## config.mk

```make
export PLATFORM = sky130hd
export DESIGN_NAME = dma_err_status
export DESIGN_NICKNAME = d
export VERILOG_FILES = /design/src/rtl/dma_chk_pkg.sv /design/src/rtl/dma_err_status.sv
export SDC_FILE = /design/constraint.sdc
export NUM_CORES = 1
export LEC_CHECK = 0
export CAP_MARGIN = 30
export CORE_UTILIZATION = 39
export DETAILED_ROUTE_END_ITERATION = 8
export DONT_BUFFER_PORTS = 1
export PLACE_DENSITY = 0.63
export SYNTH_ARGS = -nofsm -noshare
export SYNTH_HDL_FRONTEND = slang
export SYNTH_SLANG_ARGS = --single-unit
```

## constraint.sdc

```tcl
create_clock -name clk -period 0.9 [get_ports clk]
set_input_delay 0.135 -clock clk [delete_from_list [all_inputs] [get_ports clk]]
set_output_delay 0.135 -clock clk [all_outputs]
set_load 0.02 [all_outputs]
```

## src/rtl/dma_chk_pkg.sv

```systemverilog
// Package: shared constants and helpers for the descriptor checker.
// Assumes size codes are 3 bits wide and select 2^code bytes.
package dma_chk_pkg;
    localparam int SIZE_CODE_W = 3;
    localparam int MAX_LOG2    = 7;
    localparam int CAUSE_W     = 8;

    // Cause bit positions inside the status word.
    localparam int BIT_DBUS  = 0;
    localparam int BIT_SBUS  = 1;
    localparam int BIT_SG    = 2;
    localparam int BIT_CNT   = 3;
    localparam int BIT_DOFF  = 4;
    localparam int BIT_DADDR = 5;
    localparam int BIT_SOFF  = 6;
    localparam int BIT_SADDR = 7;

    typedef logic [SIZE_CODE_W-1:0] size_code_t;

    // Raw configuration findings of one check, before ranking.
    typedef struct packed {
        logic cnt;
        logic saddr;
        logic soff;
        logic daddr;
        logic doff;
    } cfg_find_t;

    // Low-bit mask for a size code: 2^code - 1.
    function automatic logic [MAX_LOG2-1:0] size_mask(input size_code_t code);
        logic [MAX_LOG2:0] one_hot;
        one_hot = (MAX_LOG2+1)'(1) << code;
        return MAX_LOG2'(one_hot - (MAX_LOG2+1)'(1));
    endfunction
endpackage

```

## src/rtl/dma_err_status.sv

```systemverilog
// Module: sticky status word with summary bit and the start grant.
// Assumes a clear acts on the old word, and new causes are OR-ed in after it.
module dma_err_status
    import dma_chk_pkg::*;
#(
    parameter int STAT_W = 32
) (
    input  logic               clk,
    input  logic               rst_n,
    input  logic [CAUSE_W-1:0] set_causes,
    input  logic               clear,
    input  logic               chk_strobe,
    output logic [STAT_W-1:0]  status,
    output logic               start_grant
);
    localparam int PAD_W = STAT_W - CAUSE_W - 1;

    logic [CAUSE_W-1:0] causes_q;
    logic [CAUSE_W-1:0] causes_d;

    // Next cause vector: drop on clear, then accumulate new findings.
    always_comb begin
        causes_d = (clear ? '0 : causes_q) | set_causes;
    end

    // Cause register and grant, with synchronous reset.
    always_ff @(posedge clk) begin
        if (!rst_n) begin
            causes_q    <= '0;
            start_grant <= 1'b0;
        end else begin
            causes_q    <= causes_d;
            start_grant <= chk_strobe && (causes_d == '0);
        end
    end

    // Assemble the visible word.
    always_comb begin
        status = {(|causes_q), {PAD_W{1'b0}}, causes_q};
    end
endmodule

```

==> results.toml <==
[global_route]
antenna_found_initial = 0
overflow = 0
grt_max_degree = 10
grt_pass1_wl_um = 1390
grt_usage_pct = 14.6
first_global_vias = 338

[worst_setup_path]
crit_type = "register to primary output"
required_ns = 0.76
critPathLaunchType = "register"
ff2ff_path_depth = 3
cp_data_arrival_time_ns = 1.07
cp_max_fo = 3
endpoint_kind = "primary output"

[routing]
route.met2.wl_um = 465
routedWlPerCell_um = 11.3
antenna_left = 0
via_count = 385
wl_met3_um = 137
drc = 0
routed_wirelength_um = 1040
vias_per_cell = 4.18
drt_pass1_iterations = 2
drt_iter0_drc = 1
routed.top_layer = "met4"
wl_met1_um = 415

[synthesis]
syn-cell-area_um2 = 527
netlist.top_cell.by_area = "dfxtp_1"
seq_area_frac_synth_pct = 34.2
synth_area_leaders = "dfxtp_1 34%, buf_4 33%, o21a_1 11%, nor2b_1 9.5%, nor4_1 2.4%"
synthDistinctLibCells = 13
yosys.area.top_type_share_pct = 34.2
synth-seq-cells = 9
synthCells = 59
avgSynthCellArea_um2 = 8.93
ys_warn_count = 0

[pwr]
p_sw_share_pct = 31.9
seqPwrFrac_pct = 43.9
p_int_mw = 0.699
power.switching_mw = 0.328
ir_drop_mv = 0.861
leakagePower_nw = 0.310
power_density_nw_per_um2 = 1440
p_comb_share_pct = 26.0
fin_total_pwr_mw = 1.03
clock_power_share_pct = 30.2

[clock_tree]
cts_made_buffers = 3
cts_tree = "built"
htreeDepth = 1
clockRootBuffer = "clkbuf_4"
clock_latency_ns = 0.26
cts_sinks = 9
clkTransAtPathRegs_ns = 0.06
cts.path.max_buffers = 2

[status]
violations = "negative setup slack"
status = "finished, violations left"

[timing]
hold_viol_final = 0
grt_setup_unrepaired = "yes"
setup_viol = 3
setup_slack_ns = -0.306
min_period_ns = 1.21
slew_violations = 0
period_share_pct = 134
fmax_mhz = 829
finalClockSkew_ns = 0.00233

[placed_design]
numPortBuffers = 0
hpwl_um = 709
dp_slack_ns = -0.0202
routabilityCongestion = 0.618

[floorplan]
die-area_um2 = 1500
die_w_um = 38.8
start_util_pct = 44.4
die-height_um = 38.8
core_um2 = 1190
rows = 12
io_pins = 45

[min_path]
holdPathStages = 1
hold_path_class = "primary input to register"

[layout]
syn2layout_area_growth_pct = 35.2
nNetsFinal = 91
drive_above_1_share_pct = 32.1
utilization_pct = 60.0
multiInputGateArea_um2 = 285
diodes = 0
layout.area.seq_um2 = 205
fillers = 112

[flow_run]
drv_cap = 0
-- cell usage in the layout (no fill, tap or decap), drive strengths merged --
| cell type | Yosys | layout |
|---|---|---|
| nor2 | 2 | 2 |
| nor3 | 1 | 1 |
| nand4 | 1 | 1 |
| dlygate4sd3 | 0 | 8 |
| clkbuf | 1 | 4 |
| nor2b | 8 | 8 |
| o21a | 8 | 8 |
| or4 | 1 | 1 |
| conb | 1 | 23 |
| buf | 23 | 9 |
| nand2 | 1 | 1 |
| a21oi | 1 | 1 |
| dfxtp | 9 | 9 |
| nor4 | 2 | 2 |
-- metrics by stage --
step | std cells | TNS [ns] | cell area [um2] | hold WS (ns)
floorplan | 81 | -0.0333 | 652 | 0.258
global placement | 79 | -0.0372 | 553 | 0.254
detailed placement | 79 | -0.0360 | 553 | 0.256
CTS | 92 | -0.425 | 702 | 0.00936
global route | 92 | -0.544 | 712 | 0.00899
finish | 92 | -0.430 | 712 | 0.0125
-- worst paths after layout --
check,start,to,slack [ns]
setup / recovery,causes_q[6],status[31],-0.31
hold / removal,set_causes[6],causes_q[6],0.01
setup reg to reg,causes_q[6],start_grant,-0.04
hold reg to reg,causes_q[3],causes_q[3],0.63
-- synthesized netlist by cell type --
master / n
clkbuf_1: 1
o21a_1: 8
nor4_1: 2
nor2b_1: 8
nand4_1: 1
nand2_1: 1
or4_4: 1
a21oi_1: 1
buf_4: 23
nor3_2: 1
dfxtp_1: 9
conb_1: 1
nor2_1: 2
-- worst max-delay path: stages (launching register included) --
cell     delay (ns)
dfxtp_2        0.34
nor4_4         0.31
nand2_2        0.15
-- registers in the layout, summed over array words and instances (netlist names) --
signal and cells:
causes_q 8, start_grant 1
-- power by group through the flow --
stage	combinational, mW	sequential (mW)	clock (mW)
finish	0.266	0.450	0.310
global route	0.285	0.453	0.334
CTS	0.264	0.455	0.325
detailed placement	0.212	0.458	0
global placement	0.210	0.457	0
floorplan	0.222	0.485	0
-- timing repair --
action / CTS / global route
setup endpoints to repair: 10 / 8
resized for setup: 12 / 4
pin swaps: 4 / 0
endpoints found under the hold margin: 8 / 0
hold buffers: 8 / 0
buffers inserted: 1 / 0
-- final cells by class --
type / instances / area share (%)
tap: 14 / 2.46
clock buffer: 4 / 3.69
sequential: 9 / 28.8
multi-input combinational: 48 / 40.1
timing repair buffer: 17 / 25.0
-- per-layer routing --
| layer | up-vias | GRT usage (%) |
|---|---|---|
| li1 | 188 | - |
| met1 | 162 | 19.0 |
| met2 | 33 | 18.8 |
| met3 | 2 | 6.36 |
| met4 | 0 | 10.3 |
| met5 | - | 0 |
-- logic make-up (layout without fill, tap and decap cells) --
kind of cell,Yosys count,after routing,synth area share (%)
compound gates,9,9,12.4
simple gates,16,16,19.2
other cells,1,23,0.712
buf+inv,24,21,33.5
flops,9,9,34.2
(Power assumes the default switching activity.)
